### src/rtl/odiv_pkg.sv
package odiv_pkg;

  // Default widths shared by the divider blocks.
  localparam int DEF_CODE_W  = 4;
  localparam int DEF_RUN_LEN = 4;

  // What the output does while disabled.
  typedef enum logic {
    OFF_DRIVE_LOW = 1'b0,
    OFF_FLOAT     = 1'b1
  } off_mode_e;

endpackage

### src/rtl/odiv_code_filter.sv
module odiv_code_filter #(
  parameter int CODE_W  = 4,
  parameter int RUN_LEN = 4
) (
  input  logic              clk,
  input  logic              rst_n,
  input  logic              smp_vld,
  input  logic [CODE_W-1:0] smp,
  output logic [CODE_W-1:0] acc_code,
  output logic              acc_ok
);

  localparam int RUN_W = $clog2(RUN_LEN + 1);
  localparam logic [RUN_W-1:0] RUN_DONE = RUN_W'(RUN_LEN);

  logic [CODE_W-1:0] cand_q, cand_d;
  logic [RUN_W-1:0]  run_q, run_d;
  logic [CODE_W-1:0] acc_q, acc_d;
  logic              ok_q, ok_d;

  // Next state: track the candidate and its run; promote it when the run completes.
  always_comb begin
    cand_d = cand_q;
    run_d  = run_q;
    acc_d  = acc_q;
    ok_d   = ok_q;
    if (smp_vld) begin
      if (smp == cand_q) begin
        if (run_q != RUN_DONE) begin
          run_d = run_q + 1'b1;
        end
      end else begin
        cand_d = smp;
        run_d  = RUN_W'(1);
      end
      if (run_d == RUN_DONE) begin
        acc_d = cand_d;
        ok_d  = 1'b1;
      end
    end
  end

  always_ff @(posedge clk or negedge rst_n) begin
    if (!rst_n) begin
      cand_q <= '0;
      run_q  <= '0;
      acc_q  <= '0;
      ok_q   <= 1'b0;
    end else begin
      cand_q <= cand_d;
      run_q  <= run_d;
      acc_q  <= acc_d;
      ok_q   <= ok_d;
    end
  end

  assign acc_code = acc_q;
  assign acc_ok   = ok_q;

endmodule

### src/rtl/odiv_ratio_decode.sv
module odiv_ratio_decode
  import odiv_pkg::*;
#(
  parameter int CODE_W = 4,
  parameter bit MIRROR = 1'b1
) (
  input  logic [CODE_W-1:0] code,
  output logic [CODE_W-2:0] ratio_exp,
  output off_mode_e         off_mode
);

  localparam int EXP_W = CODE_W - 1;

  // The top code bit selects the disabled-output mode.
  assign off_mode = off_mode_e'(code[CODE_W-1]);

  generate
    if (MIRROR) begin : g_mirror
      // Upper half of the code range counts back down the ratios.
      assign ratio_exp = code[CODE_W-1] ? ~code[EXP_W-1:0] : code[EXP_W-1:0];
    end else begin : g_straight
      assign ratio_exp = code[EXP_W-1:0];
    end
  endgenerate

endmodule

### src/rtl/odiv_phase_gen.sv
module odiv_phase_gen #(
  parameter int EXP_W = 3
) (
  input  logic             clk,
  input  logic             rst_n,
  input  logic             tick,
  input  logic             run,
  input  logic [EXP_W-1:0] new_exp,
  output logic             phase,
  output logic             rise_evt
);

  localparam int MAX_EXP = (1 << EXP_W) - 1;
  localparam int CNT_W   = (MAX_EXP < 1) ? 1 : MAX_EXP;
  localparam logic [EXP_W-1:0] TOP_EXP = EXP_W'(MAX_EXP);

  logic             live_q, live_d;
  logic [CNT_W-1:0] cnt_q, cnt_d;
  logic             ph_q, ph_d;
  logic [EXP_W-1:0] exp_q, exp_d;
  logic [CNT_W-1:0] span;
  logic             at_last;

  // Last count of a half period is 2^exp - 1.
  always_comb begin
    span    = {CNT_W{1'b1}} >> (TOP_EXP - exp_q);
    at_last = (cnt_q == span);
  end

  always_comb begin
    live_d = run;
    cnt_d  = cnt_q;
    ph_d   = ph_q;
    exp_d  = exp_q;
    if (!live_q) begin
      // Idle: hold at the start of a low phase and track the code.
      cnt_d = '0;
      ph_d  = 1'b0;
      exp_d = new_exp;
    end else if (tick) begin
      if (at_last) begin
        cnt_d = '0;
        ph_d  = ~ph_q;
        if (ph_q) begin
          exp_d = new_exp;          // end of period: ratio update point
        end
      end else begin
        cnt_d = cnt_q + 1'b1;
      end
    end
  end

  always_ff @(posedge clk or negedge rst_n) begin
    if (!rst_n) begin
      live_q <= 1'b0;
      cnt_q  <= '0;
      ph_q   <= 1'b0;
      exp_q  <= '0;
    end else begin
      live_q <= live_d;
      cnt_q  <= cnt_d;
      ph_q   <= ph_d;
      exp_q  <= exp_d;
    end
  end

  assign phase    = ph_q;
  assign rise_evt = live_q & tick & at_last & ~ph_q;

endmodule

### src/rtl/odiv_out_stage.sv
module odiv_out_stage
  import odiv_pkg::*;
(
  input  logic      clk,
  input  logic      rst_n,
  input  logic      en,
  input  logic      ok,
  input  logic      phase,
  input  logic      rise_evt,
  input  off_mode_e off_mode,
  output logic      out_data,
  output logic      out_drive
);

  logic gate_q, gate_d;

  // The gate opens only on a divider rising edge, so the first pulse is whole.
  always_comb begin
    gate_d = gate_q;
    if (!en || !ok) begin
      gate_d = 1'b0;
    end else if (rise_evt) begin
      gate_d = 1'b1;
    end
  end

  always_ff @(posedge clk or negedge rst_n) begin
    if (!rst_n) begin
      gate_q <= 1'b0;
    end else begin
      gate_q <= gate_d;
    end
  end

  // The enable also acts combinationally, so disable needs no clock edge.
  assign out_data  = en & gate_q & phase;
  assign out_drive = en | (off_mode == OFF_DRIVE_LOW);

endmodule

### src/rtl/pow2_out_divider.sv
module pow2_out_divider
  import odiv_pkg::*;
#(
  parameter int CODE_W  = DEF_CODE_W,
  parameter int RUN_LEN = DEF_RUN_LEN
) (
  input  logic              clk,
  input  logic              rst_n,
  input  logic              mtick,
  input  logic [CODE_W-1:0] code_smp,
  input  logic              code_smp_vld,
  input  logic              out_en,
  output logic              code_ok,
  output logic              out_data,
  output logic              out_drive
);

  localparam int EXP_W = CODE_W - 1;

  logic [CODE_W-1:0] acc_code;
  logic              acc_ok;
  logic [EXP_W-1:0]  ratio_exp;
  off_mode_e         off_mode;
  logic              phase;
  logic              rise_evt;

  odiv_code_filter #(
    .CODE_W (CODE_W),
    .RUN_LEN(RUN_LEN)
  ) u_filter (
    .clk     (clk),
    .rst_n   (rst_n),
    .smp_vld (code_smp_vld),
    .smp     (code_smp),
    .acc_code(acc_code),
    .acc_ok  (acc_ok)
  );

  odiv_ratio_decode #(
    .CODE_W(CODE_W),
    .MIRROR(1'b1)
  ) u_decode (
    .code     (acc_code),
    .ratio_exp(ratio_exp),
    .off_mode (off_mode)
  );

  odiv_phase_gen #(
    .EXP_W(EXP_W)
  ) u_phase (
    .clk     (clk),
    .rst_n   (rst_n),
    .tick    (mtick),
    .run     (acc_ok),
    .new_exp (ratio_exp),
    .phase   (phase),
    .rise_evt(rise_evt)
  );

  odiv_out_stage u_out (
    .clk      (clk),
    .rst_n    (rst_n),
    .en       (out_en),
    .ok       (acc_ok),
    .phase    (phase),
    .rise_evt (rise_evt),
    .off_mode (off_mode),
    .out_data (out_data),
    .out_drive(out_drive)
  );

  assign code_ok = acc_ok;

endmodule

### config.mk
export PLATFORM = sky130hd
export DESIGN_NAME = pow2_out_divider
export DESIGN_NICKNAME = d
export VERILOG_FILES = /design/src/rtl/odiv_pkg.sv /design/src/rtl/odiv_code_filter.sv /design/src/rtl/odiv_ratio_decode.sv /design/src/rtl/odiv_phase_gen.sv /design/src/rtl/odiv_out_stage.sv /design/src/rtl/pow2_out_divider.sv
export SDC_FILE = /design/constraint.sdc
export NUM_CORES = 1
export LEC_CHECK = 0
export BUFFER_PORTS_ARGS = -buffer_cell sky130_fd_sc_hd__buf_4
export CAP_MARGIN = 20
export CELL_PAD_IN_SITES_DETAIL_PLACEMENT = 1
export CELL_PAD_IN_SITES_GLOBAL_PLACEMENT = 1
export CORE_ASPECT_RATIO = 0.75
export CORE_MARGIN = 2
export CORE_UTILIZATION = 46
export CTS_CLUSTER_DIAMETER = 100
export DETAILED_ROUTE_END_ITERATION = 16
export PLACE_DENSITY_LB_ADDON = 0.1
export SYNTH_ARGS = -nofsm -noshare
export SYNTH_HDL_FRONTEND = slang
export SYNTH_SLANG_ARGS = --single-unit
### constraint.sdc
create_clock -name clk -period 2.4 [get_ports clk]
set_clock_uncertainty 0.1 [all_clocks]
set_input_delay 0 -clock clk [delete_from_list [all_inputs] [get_ports clk]]
set_output_delay 0 -clock clk [all_outputs]
set_load 0.02 [all_outputs]
# == After elaboration in Yosys (flattened, before gate mapping) ==
# Cells that the tools add are included.
# word_totals
ff_bits,25
output_inout_bits,3
inputBits,9
wordCells,53
# classes
shift,1
bitwise_logic,9
eq_ne,7
n_reduce_logical,7
n_addsub,3
muxes,17
# op_table
operator,count
$mux W3,8
$mux W7,3
$add A7 B1 Y7 const B,1
$eq A7 B7 Y1,1
$shr A7 B3 Y7 const A,1
$ne A2 B2 Y1 const B,3
$and A1 B1 Y1,5
$mux W1,5
$eq A4 B4 Y1,1
$mux W4,1
$reduce_and A2 Y1,2
$add A3 B1 Y3 const B,1
$eq A3 B3 Y1 const B,1
$ne A3 B3 Y1 const B,1
$not A3 Y3,1
$reduce_and A3 Y1,1
$sub A3 B3 Y3 const A,1
$logic_not A1 Y1,2
$not A1 Y1,2
$reduce_bool A2 Y1,1
$logic_or A1 B1 Y1,1
$or A1 B1 Y1,1

# == Logic depth before layout (Yosys ltp) ==
# logic_depth
ltp_word,7
ltp_mapped,8
mapped_depth_nobuf,8

# == Cells and area by module ==
# A second synthesis with hierarchy kept.
# hier_totals
hier_cells,131
hier_area_um2,1432.6
# by_module_without_submodules
mod,seq_area_each_um2,cells_per_inst,n_inst,area_per_inst_um2
odiv_phase_gen,300.3,75,1,757.0
odiv_code_filter,300.3,48,1,593.1
odiv_out_stage,25.0,4,1,48.8
odiv_ratio_decode,0.0,4,1,33.8

# == Worst setup path after synthesis ==
# No wires, ideal clock.
# synth_timing
path_type,register to register
from,register u_filter.run_q[0]
to,"register u_filter.acc_q[0], in the netlist u_filter.acc_code[0]"
setup_slack_ps,380
t_required_ps,2175
arrival_time_ps,1795
setup_time_ps,125
period_less_slack_ps,2020
stages_incl_launch_ff,9
path_cell_list,dfrtp_1 inv_1 ha_1 nor2_1 nor2_1 a21oi_1 a22oi_1 nor3_1 mux2_2
# synth_via
elab_chain_cells,6
word_cells_on_any_way,7
# synth_rtl
element,line,text
from (decl),odiv_code_filter.sv:17,"logic [RUN_W-1:0] run_q, run_d;"
from (signal assigned),odiv_code_filter.sv:51,run_q <= run_d;
$add A3 B1 Y3 or $ne A3 B3 Y1 (tied branches),"odiv_code_filter.sv:30, odiv_code_filter.sv:29",
$mux W3 *,odiv_code_filter.sv:29,if (run_q != RUN_DONE) begin
$mux W3 *,odiv_code_filter.sv:28,if (smp == cand_q) begin
$mux W3 *,odiv_code_filter.sv:27,if (smp_vld) begin
$eq A3 B3 Y1 *,odiv_code_filter.sv:36,if (run_d == RUN_DONE) begin
$reduce_and A2 Y1 (no source line) *,--,
to (signal assigned),odiv_code_filter.sv:47,acc_q <= '0;
to (signal assigned),odiv_code_filter.sv:52,acc_q <= acc_d;
to (decl),odiv_code_filter.sv:18,"logic [CODE_W-1:0] acc_q, acc_d;"
# Mark *: on every way between the ends. The rest lies on a longest branch, timed or not. The select of a mux whose other input is x is not followed.
# A chain may end at the register's enable or synchronous reset.

# == Final worst setup path ==
# layout_timing
from,register u_phase.exp_q[0]
to,register u_phase.exp_q[0]
# layout_via
elab_chain_cells,5
# layout_rtl
element,line,text
from (decl),odiv_phase_gen.sv:20,"logic [EXP_W-1:0] exp_q, exp_d;"
from (signal assigned),odiv_phase_gen.sv:63,exp_q <= exp_d;
$sub A3 B3 Y3,odiv_phase_gen.sv:26,span = {CNT_W{1'b1}} >> (TOP_EXP - exp_q);
$shr A7 B3 Y7,odiv_phase_gen.sv:26,
$eq A7 B7 Y1,odiv_phase_gen.sv:27,at_last = (cnt_q == span);
$ne A2 B2 Y1 (no source line),--,
$reduce_and A3 Y1 (no source line),--,
# Every way passes these cells.

==> metrics.cfg <==
[outcome]
outcome = complete, no violations

[finish]
num_antenna_cells = 0
drive_above_1_share = 0.197
final_common_cell = dfrtp_1
layout_common_cells = 25 x dfrtp_1, 12 x buf_4, 11 x nor2_1, 10 x dlygate4sd3_1
nets = 165
area_growth_pct = 19.3
utilization = 0.564
n_fill_cell = 326

[route]
drtIter0Drc = 19
via_count = 1043
drcViolationCount = 0
drt_first_pass_iters = 4
finalWirelength_um = 2930
routedWlPerCell_um = 15.4
drt.antenna.violating_nets = 0
avgViaCountPerCell = 5.49

[timing]
rsz0062_at_grt = no
worstMarginPinSlew_ns = 0.324
setup_ws_ns = 0.255
min_period_ns = 2.14
fin_tns_setup_ns = 0
finalHoldViolations = 0
fmax_mhz = 466
setup_viol = 0
slew_violations = 0
max-slew-margin-rel = 0.784
hold_ws_ns = 0.0580
fin_crit_sh = 0.894

[clock_network]
cts_sinks = 25
clk_latency_ns = 0.27
cts.reportedPaths.clkPinSlew_ns = 0.09
htreeDepth = 1
cts_max_path_buffers = 2
numCtsBuffers = 3
cts_tree = done
cts_root_buf = clkbuf_8
cts.repair.resized = 0

[critical_path]
cp_max_fo = 8
cp-start-kind = register
cp-end-kind = register
reg2reg_setup_slack_ns = 0.26
criticalPathCategory = reg -> reg
worstPathRequired_ns = 2.46
critical_path_arrival_ns = 2.21

[logic_synthesis]
synth-edff-count = 0
synth.net_count = 141
yosys.area.top_type = dfrtp_1
synth_flop_cell = dfrtp_1
ys_warn_count = 0
synth_cell_types = 39
syn_inst = 129
synthArstFlopShare = 1.00
synth_seq_area_share = 0.457
ys_seq_elements = 25
netlist.area_leader.share = 0.457
syn_area_um2 = 1370
synth.top_cells.by_area = dfrtp_1 46%, mux2_2 6.6%, xnor2_1 5.1%, xor2_1 3.2%, nor2_1 3.0%
avgSynthCellArea_um2 = 10.6

[floorplanning]
die_h_um = 51.2
fp.coreArea_um2 = 2890
dieArea_um2 = 3430
die_x_um = 67.0
ios = 12
rows = 17
initial_utilization = 0.473

[grt]
grt_busiest_layer = met2
antenna_found_initial = 0
gr-usage-met2 = 0.353
grt_usage = 0.206
grt_max_degree = 26
grt_pass1_vias = 1095
grt_use_met1 = 0.257
grt_pass1_wl_um = 5160
grt_overflow = 0
use_met3 = 0.0529

[pwr]
power_density_nw_per_um2 = 524
ir_drop_v = 0.000459
clock_power_share = 0.296
p_sw_uw = 228
share_comb_of_total_power = 0.170
p_seq_frac = 0.534
p_int_uw = 627
power_leakage_uw = 0.000690
swShare = 0.266

[run]
maxCapViolCount = 0

[placement]
port_buffers = 11
place_ws_ns = 0.277
dp_hpwl_um = 2170
gp_congestion = 0.820

[worst_hold_path]
min_path_type = in -> async

[registers in the layout (all words and copies together) (netlist names)]
register / flops
u_out.gate_q: 1
u_phase.phase: 1
u_phase.live_q: 1
u_phase.exp_q: 3
u_filter.acc_code: 4
u_filter.run_q: 3
u_filter.acc_ok: 1
u_phase.cnt_q: 7
u_filter.cand_q: 4
[final timing paths]
kind | start | cells past startpoint | endpoint
max | u_phase.exp_q[0] | 5 | u_phase.exp_q[0]
max in group asynchronous | rst_n | 2 | u_filter.acc_code[2]
max reg2reg | u_phase.exp_q[0] | 5 | u_phase.exp_q[0]
min in group clk | u_filter.acc_ok | 0 | u_phase.live_q
min | rst_n | 2 | u_phase.cnt_q[5]
min reg2reg | u_filter.acc_ok | 0 | u_phase.live_q
[power by group through the flow]
stage	combinational [uW]	clock (uW)	sequential [uW]
after floorplan	92.7	0	460
after global placement	124	0	463
after detailed placement	130	0	465
after CTS	146	264	457
after global routing	160	280	460
final	145	253	457
[synthesized netlist by cell type, drive strengths merged, types with 3 or more instances]
cell type / instances
ha: 3
mux2: 9
inv: 7
nor2: 11
mux2i: 3
nand2: 8
o21ai: 3
nand2b: 4
a21oi: 6
dfrtp: 25
nand3: 4
xnor2: 8
xor2: 5
nand4: 3
[routing by layer]
| layer | wire length, um | share of wire |
|---|---|---|
| met2 | 1420 | 0.49 |
| met5 | 0 | 0 |
| met1 | 1390 | 0.47 |
| met4 | 33 | 0.011 |
| met3 | 91 | 0.031 |
[critical path, cell delays in order (launching register included)]
cell and delay (ns):
dfrtp_1 0.46, or4_1 0.58, o2bb2ai_1 0.17, o211a_2 0.25, a41oi_4 0.16, mux2_4 0.32
[per-stage QoR]
stage	cells	instance area [um^2]	total power, uW
2_1_floorplan	129	1370	552
3_3_place_gp	176	1490	587
3_5_place_dp	176	1490	595
4_1_cts	190	1630	867
5_1_grt	190	1630	901
6_report	190	1630	855
[timing repair]
action / CTS / global route
hold buffers: 10 / 0
buffers inserted: 0 / 0
hold endpoints to repair: 38 / 0
[cell families (layout without fill, tap and decap cells)]
kind of cell               after synthesis  in the layout  share of synthesized area
buffers and inverters                   10             33                     0.0338
AOI/OAI and AO/OA                       25             25                      0.145
muxes                                   12             12                     0.0988
DFF                                     25             25                      0.457
and+or+nand+nor                         41             41                      0.154
xor gates and xnor gates                13             13                     0.0833
adders and majority gates                3              3                     0.0275
[final cells by class]
type                    count  area (um^2)  area share
flip-flops and latches     25          626       0.383
multi-input cells          94          696       0.426
well taps                  38         47.5      0.0291
clock inverters             1         5.00     0.00307
repair buffers             22          190       0.117
clock buffers               3         41.3      0.0253
inverters                   7         26.3      0.0161
No activity file was read; power rests on OpenSTA's default activity.
